## src/rtl/xfer_pkg.sv

```systemverilog
package xfer_pkg;
  localparam int XLEN   = 32;
  localparam int REG_AW = 5;

  typedef enum logic [3:0] {
    OP_SEQ    = 4'd0,
    OP_BR     = 4'd1,
    OP_BGE    = 4'd2,
    OP_BLT    = 4'd3,
    OP_BNE    = 4'd4,
    OP_BEQ    = 4'd5,
    OP_BGEU   = 4'd6,
    OP_BLTU   = 4'd7,
    OP_JABS   = 4'd8,
    OP_CALL   = 4'd9,
    OP_CALLR  = 4'd10,
    OP_JREG   = 4'd11,
    OP_RET    = 4'd12,
    OP_BRET   = 4'd13,
    OP_ERET   = 4'd14,
    OP_NEXTPC = 4'd15
  } xfer_op_e;

  typedef enum logic [2:0] {
    SRC_SEQ,
    SRC_REL,
    SRC_ABS,
    SRC_REGA,
    SRC_RA,
    SRC_BA,
    SRC_EA
  } pc_src_e;
endpackage

```

## src/rtl/xfer_cond.sv

```systemverilog
module xfer_cond #(
  parameter int W = 32
) (
  input  logic [3:0]   op,
  input  logic [W-1:0] a,
  input  logic [W-1:0] b,
  output logic         taken
);
  import xfer_pkg::*;

  logic eq_w, lts_w, ltu_w;

  assign eq_w  = (a == b);
  assign lts_w = ($signed(a) < $signed(b));
  assign ltu_w = (a < b);

  always_comb begin
    unique case (xfer_op_e'(op))
      OP_BR:   taken = 1'b1;
      OP_BGE:  taken = !lts_w;
      OP_BLT:  taken = lts_w;
      OP_BNE:  taken = !eq_w;
      OP_BEQ:  taken = eq_w;
      OP_BGEU: taken = !ltu_w;
      OP_BLTU: taken = ltu_w;
      default: taken = 1'b0;
    endcase
  end
endmodule

```

## src/rtl/xfer_addr.sv

```systemverilog
module xfer_addr #(
  parameter int W     = 32,
  parameter int IMM_W = 16,
  parameter int KEEP  = 4
) (
  input  logic [W-1:0]        pc,
  input  logic [IMM_W-1:0]    imm16,
  input  logic [W-KEEP-3:0]   imm26,
  output logic [W-1:0]        seq_pc,
  output logic [W-1:0]        rel_pc,
  output logic [W-1:0]        abs_pc
);
  localparam int ABS_W = W - KEEP - 2;
  localparam logic [W-1:0] STEP = W'(4);

  logic [W-1:0] disp;

  assign disp   = {{(W-IMM_W){imm16[IMM_W-1]}}, imm16[IMM_W-1:2], 2'b00};
  assign seq_pc = pc + STEP;
  assign rel_pc = seq_pc + disp;

  generate
    if (KEEP > 0) begin : g_keep
      assign abs_pc = {pc[W-1 -: KEEP], imm26[ABS_W-1:0], 2'b00};
    end else begin : g_nokeep
      assign abs_pc = {imm26[ABS_W-1:0], 2'b00};
    end
  endgenerate
endmodule

```

## src/rtl/xfer_target_unit.sv

```systemverilog
module xfer_target_unit #(
  parameter int W      = xfer_pkg::XLEN,
  parameter int RAW    = xfer_pkg::REG_AW,
  parameter int IMM_W  = 16,
  parameter int KEEP   = 4,
  parameter int RA_IDX = 31
) (
  input  logic              clk,
  input  logic              rst,
  input  logic              in_valid,
  input  logic [3:0]        op,
  input  logic [W-1:0]      pc,
  input  logic [IMM_W-1:0]  imm16,
  input  logic [W-KEEP-3:0] imm26,
  input  logic [W-1:0]      reg_a,
  input  logic [W-1:0]      reg_b,
  input  logic [RAW-1:0]    dst_c,
  input  logic [W-1:0]      ra_val,
  input  logic [W-1:0]      ea_val,
  input  logic [W-1:0]      ba_val,
  input  logic [W-1:0]      estatus_val,
  output logic              out_valid,
  output logic [W-1:0]      nxt_pc,
  output logic              link_we,
  output logic [W-1:0]      link_data,
  output logic [RAW-1:0]    link_dst,
  output logic              stat_we,
  output logic [W-1:0]      stat_data
);
  import xfer_pkg::*;

  localparam logic [RAW-1:0] RA_REG = RAW'(RA_IDX);

  logic         taken_w;
  logic [W-1:0] seq_w, rel_w, abs_w;
  pc_src_e      src_w;
  logic         lw_w, sw_w;
  logic [RAW-1:0] ld_w;
  logic [W-1:0] npc_w;

  xfer_cond #(.W(W)) u_cond (
    .op(op), .a(reg_a), .b(reg_b), .taken(taken_w)
  );

  xfer_addr #(.W(W), .IMM_W(IMM_W), .KEEP(KEEP)) u_addr (
    .pc(pc), .imm16(imm16), .imm26(imm26),
    .seq_pc(seq_w), .rel_pc(rel_w), .abs_pc(abs_w)
  );

  always_comb begin
    src_w = SRC_SEQ;
    lw_w  = 1'b0;
    sw_w  = 1'b0;
    ld_w  = RA_REG;
    unique case (xfer_op_e'(op))
      OP_BR, OP_BGE, OP_BLT, OP_BNE, OP_BEQ, OP_BGEU, OP_BLTU:
        src_w = taken_w ? SRC_REL : SRC_SEQ;
      OP_JABS:  src_w = SRC_ABS;
      OP_CALL: begin
        src_w = SRC_ABS;
        lw_w  = 1'b1;
      end
      OP_CALLR: begin
        src_w = SRC_REGA;
        lw_w  = 1'b1;
      end
      OP_JREG:  src_w = SRC_REGA;
      OP_RET:   src_w = SRC_RA;
      OP_BRET:  src_w = SRC_BA;
      OP_ERET: begin
        src_w = SRC_EA;
        sw_w  = 1'b1;
      end
      OP_NEXTPC: begin
        ld_w = dst_c;
        lw_w = (dst_c != '0);
      end
      default: src_w = SRC_SEQ;
    endcase
  end

  always_comb begin
    unique case (src_w)
      SRC_REL:  npc_w = rel_w;
      SRC_ABS:  npc_w = abs_w;
      SRC_REGA: npc_w = reg_a;
      SRC_RA:   npc_w = ra_val;
      SRC_BA:   npc_w = ba_val;
      SRC_EA:   npc_w = ea_val;
      default:  npc_w = seq_w;
    endcase
  end

  always_ff @(posedge clk) begin
    if (rst) begin
      out_valid <= 1'b0;
      link_we   <= 1'b0;
      stat_we   <= 1'b0;
      nxt_pc    <= '0;
      link_data <= '0;
      link_dst  <= '0;
      stat_data <= '0;
    end else begin
      out_valid <= in_valid;
      link_we   <= in_valid && lw_w;
      stat_we   <= in_valid && sw_w;
      if (in_valid) begin
        nxt_pc    <= npc_w;
        link_data <= seq_w;
        link_dst  <= ld_w;
        stat_data <= estatus_val;
      end
    end
  end
endmodule

```

## config.mk

```make
export PLATFORM = sky130hd
export DESIGN_NAME = xfer_target_unit
export DESIGN_NICKNAME = d
export VERILOG_FILES = /design/src/rtl/xfer_pkg.sv /design/src/rtl/xfer_cond.sv /design/src/rtl/xfer_addr.sv /design/src/rtl/xfer_target_unit.sv
export SDC_FILE = /design/constraint.sdc
export NUM_CORES = 1
export LEC_CHECK = 0
export BUFFER_PORTS_ARGS = -buffer_cell sky130_fd_sc_hd__buf_4
export CAP_MARGIN = 10
export CORE_AREA = 2 2 147 149
export DETAILED_ROUTE_END_ITERATION = 16
export DIE_AREA = 0 0 149 151
export PLACE_DENSITY = 0.66
export RECOVER_POWER = 25
export REMOVE_ABC_BUFFERS = 1
export SLEW_MARGIN = 25
export SYNTH_ARGS = -nofsm -noshare
export SYNTH_HDL_FRONTEND = slang
export SYNTH_SLANG_ARGS = --single-unit
```

## constraint.sdc

```tcl
create_clock -name clk -period 5.75 [get_ports clk]
set_clock_uncertainty 0.15 [all_clocks]
set_input_delay 0 -clock clk [delete_from_list [all_inputs] [get_ports clk]]
set_output_delay 0 -clock clk [all_outputs]
set_load 0.02 [all_outputs]
```

==> impl_metrics.toml <==
[finish]
most-common-layout-cells = "buf_4 (336), nor2_1 (130), dlygate4sd3_1 (122)"
final_cell_area_sq_um = 12500
final.fill_count = 1961
diodes = 0
layout.cells.most_common = "buf_4"
synthToLayoutAreaGrowth_pct = 53.7
design.final.nets = 1840
drive_gt1_share_pct = 25.6

[clock_network]
cts-root-buf = "clkbuf_16"
insertion_delay_ns = 0.35
clock_sinks = 104
h-tree-depth = 3
cts_resized = 0
cts_buffer_depth = 2
numCtsBuffers = 9
clk_pin_slew_ns = 0.08
post_cts_buffers = 0
cts_tree = "built"
cts_hold_buffers = 122

[timing]
holdWs_ns = 0.00871
fin_crit_ns = 4.74
finalSetupViolations = 0
tightest_slew_ns = 1.08
fmax_mhz = 211
timing.final.hold_violations = 0
rsz0062_at_grt = "no"
setup_tns_ns = 0
slew_headroom_pct = 27.8
finalCritPeriodShare_pct = 82.4
drv_slew = 0

[place]
io_buffers = 379
hpwl_mm = 24.4
place_area_sq_um = 11100
place_congestion = 0.876

[detailed_routing]
route.vias.total = 9856
dr.pass1.iters = 6
routed_via_density = 5.54
drc = 0
met3_length_mm = 2.47
totalWireLength_mm = 33.5
routed-wl-met2_mm = 15.8
dr.first_iter.drc_count = 684
wl_met1_mm = 14.2
ant_nets = 0
wl_per_cell_um = 18.9
routed.top_layer = "met4"

[power]
power.internal_mw = 1.52
seqPwrFrac_pct = 34.1
p_sw_uw = 833
ir_drop_mv = 0.144
swShare_pct = 35.4
p_total_mw = 2.35
leakage_nw = 5.76
pwr-share-clk_pct = 26.8
power_density_nw_per_um2 = 188
pwr-share-comb_pct = 39.1

[setup_path]
r2r_slack_ns = 3.75
crit_arrival_ns = 4.89
required_ns = 5.90
worst_setup_path_start_kind = "input port"
critPathKind = "in -> reg"
end_kind = "flip-flop"
critPathMaxFanout = 27

[yosys]
syn_inst = 1038
synth_flop_cell = "dfxtp_1"
synth_compound_area_share_pct = 26.4
synth_seq_cells = 104
avgSynthCellArea_sq_um = 7.82
synthArstFlopShare_pct = 0
synth_simple_gate_area_share_pct = 21.8
synth_top_family_by_area = "compound AO/OA/AOI/OAI gates"
yosysSeqAreaShare_pct = 25.6
synth_xor_area_share_pct = 5.50
synthAdderAreaFrac_pct = 9.80
yosys-mux-area-fraction_pct = 4.31
syn-cell-area_sq_um = 8120
synth-edff-count = 0
yosysWarnings = 0
synthDistinctLibCells = 75

[floorplanning]
dieWidth_um = 149
core-area_sq_um = 20800
initial_utilization_pct = 39.0
ioPinCount = 382
rows = 53
dieArea_sq_um = 22500
die_y_um = 151

[global_route]
grt.total_usage_pct = 28.5
grt_max_degree = 57
overflow = 0
grt_antenna_before_repair = 0
grt_pass1_wl_mm = 50.2
first_global_vias = 9469

[min_path]
hp-class = "in -> reg"

[job]
maxCapViolCount = 0

[run_status]
status = "complete, no violations"
## registers in the layout (all words and copies together) (netlist names)
signal     count
link_data     32
nxt_pc        32
stat_data     32
link_dst       5
link_we        1
out_valid      1
stat_we        1
## stage by stage
| stage | cells | worst slack, ns | utilization (%) |
|---|---|---|---|
| detailed placement | 1639 | 1.42 | 53.5 |
| global placement | 1639 | 1.50 | 53.5 |
| CTS | 1777 | 0.737 | 60.7 |
| finish | 1779 | 1.01 | 60.0 |
| floorplan | 976 | 2.42 | - |
| global route | 1779 | 0.833 | 60.0 |
## cells in the mapped netlist, types with 3 or more instances
master / count / area share (%)
o211ai_1: 9 / 0.83
a211oi_2: 3 / 0.46
ha_1: 62 / 9.6
o21ai_0: 28 / 1.7
o211ai_2: 3 / 0.46
mux2i_1: 35 / 4.3
nand4_1: 14 / 1.1
inv_1: 70 / 3.2
or2_2: 4 / 0.31
clkbuf_1: 42 / 1.9
nand2_1: 86 / 4.0
a22oi_1: 40 / 3.7
a311oi_1: 3 / 0.32
buf_1: 13 / 0.60
o32ai_1: 9 / 0.97
xnor2_1: 28 / 3.0
o21ai_1: 7 / 0.43
a211oi_1: 30 / 2.8
or3_1: 14 / 1.1
a311oi_2: 5 / 0.92
a31o_2: 3 / 0.32
xor2_1: 23 / 2.5
nand3_1: 38 / 2.3
nand2b_1: 8 / 0.62
a222oi_1: 23 / 2.8
nor2_1: 131 / 6.1
nor3_1: 24 / 1.5
nor4_1: 6 / 0.46
o21a_1: 7 / 0.65
a21oi_1: 43 / 2.7
a31o_1: 11 / 1.2
and3_1: 12 / 0.92
dfxtp_1: 104 / 26
a31oi_1: 6 / 0.46
a41oi_1: 3 / 0.32
buf_2: 3 / 0.18
a21o_1: 17 / 1.6
a211o_1: 5 / 0.54
nor3b_1: 14 / 1.3
and4_1: 6 / 0.65
## cell families (layout without fill, tap and decap cells)
| family | after synthesis | after routing |
|---|---|---|
| buffers and inverters | 132 | 598 |
| muxes | 35 | 35 |
| adders and majority gates | 63 | 63 |
| DFF | 104 | 104 |
| AOI/OAI and AO/OA | 281 | 281 |
| xor gates and xnor gates | 51 | 51 |
| and+or+nand+nor | 372 | 372 |
## power groups by stage
stage               Clock [mW]  Combinational [mW]  Sequential (mW)
floorplan                    0               0.383            0.884
global placement             0               0.844            0.817
detailed placement           0               0.852            0.819
CTS                      0.643               0.926            0.803
global route             0.668               0.997            0.809
finish                   0.630               0.919            0.803
## path summary, 6_finish.rpt
check             start    endpoint  cells after the start
min reg2reg   nxt_pc[4]   nxt_pc[4]                      2
min          ba_val[13]  nxt_pc[13]                      5
max reg2reg  nxt_pc[30]  nxt_pc[30]                      5
max           reg_a[17]   nxt_pc[2]                     15
## worst max-delay path, cell delays in order
cell and delay [ns]:
dlygate4sd3_1 0.54, buf_4 0.14, ha_1 0.34, a21oi_1 0.31
o21ai_1 0.18, a221oi_2 0.44, a21boi_1 0.19, or4_4 0.58
and3_4 0.21, a21oi_4 0.38, buf_16 0.22, or3_1 0.12
dlygate4sd3_1 0.54, a31o_1 0.14, dlygate4sd3_1 0.54
## cell type report
cell class,count,area [sq um],area share (%)
clock inverters,6,57.6,0.461
flip-flops and latches,104,2080,16.7
repair buffers,512,3980,31.9
inverters,70,263,2.10
well taps,275,344,2.76
clock buffers,10,229,1.83
multi-input cells,802,5530,44.3
## metal layers
metal	vias to the layer above	track usage, %
li1	4751	-
met1	4579	35.7
met2	458	48.2
met3	68	5.84
met4	0	11.3
met5	-	0
No activity file was read; power rests on OpenSTA's default activity.
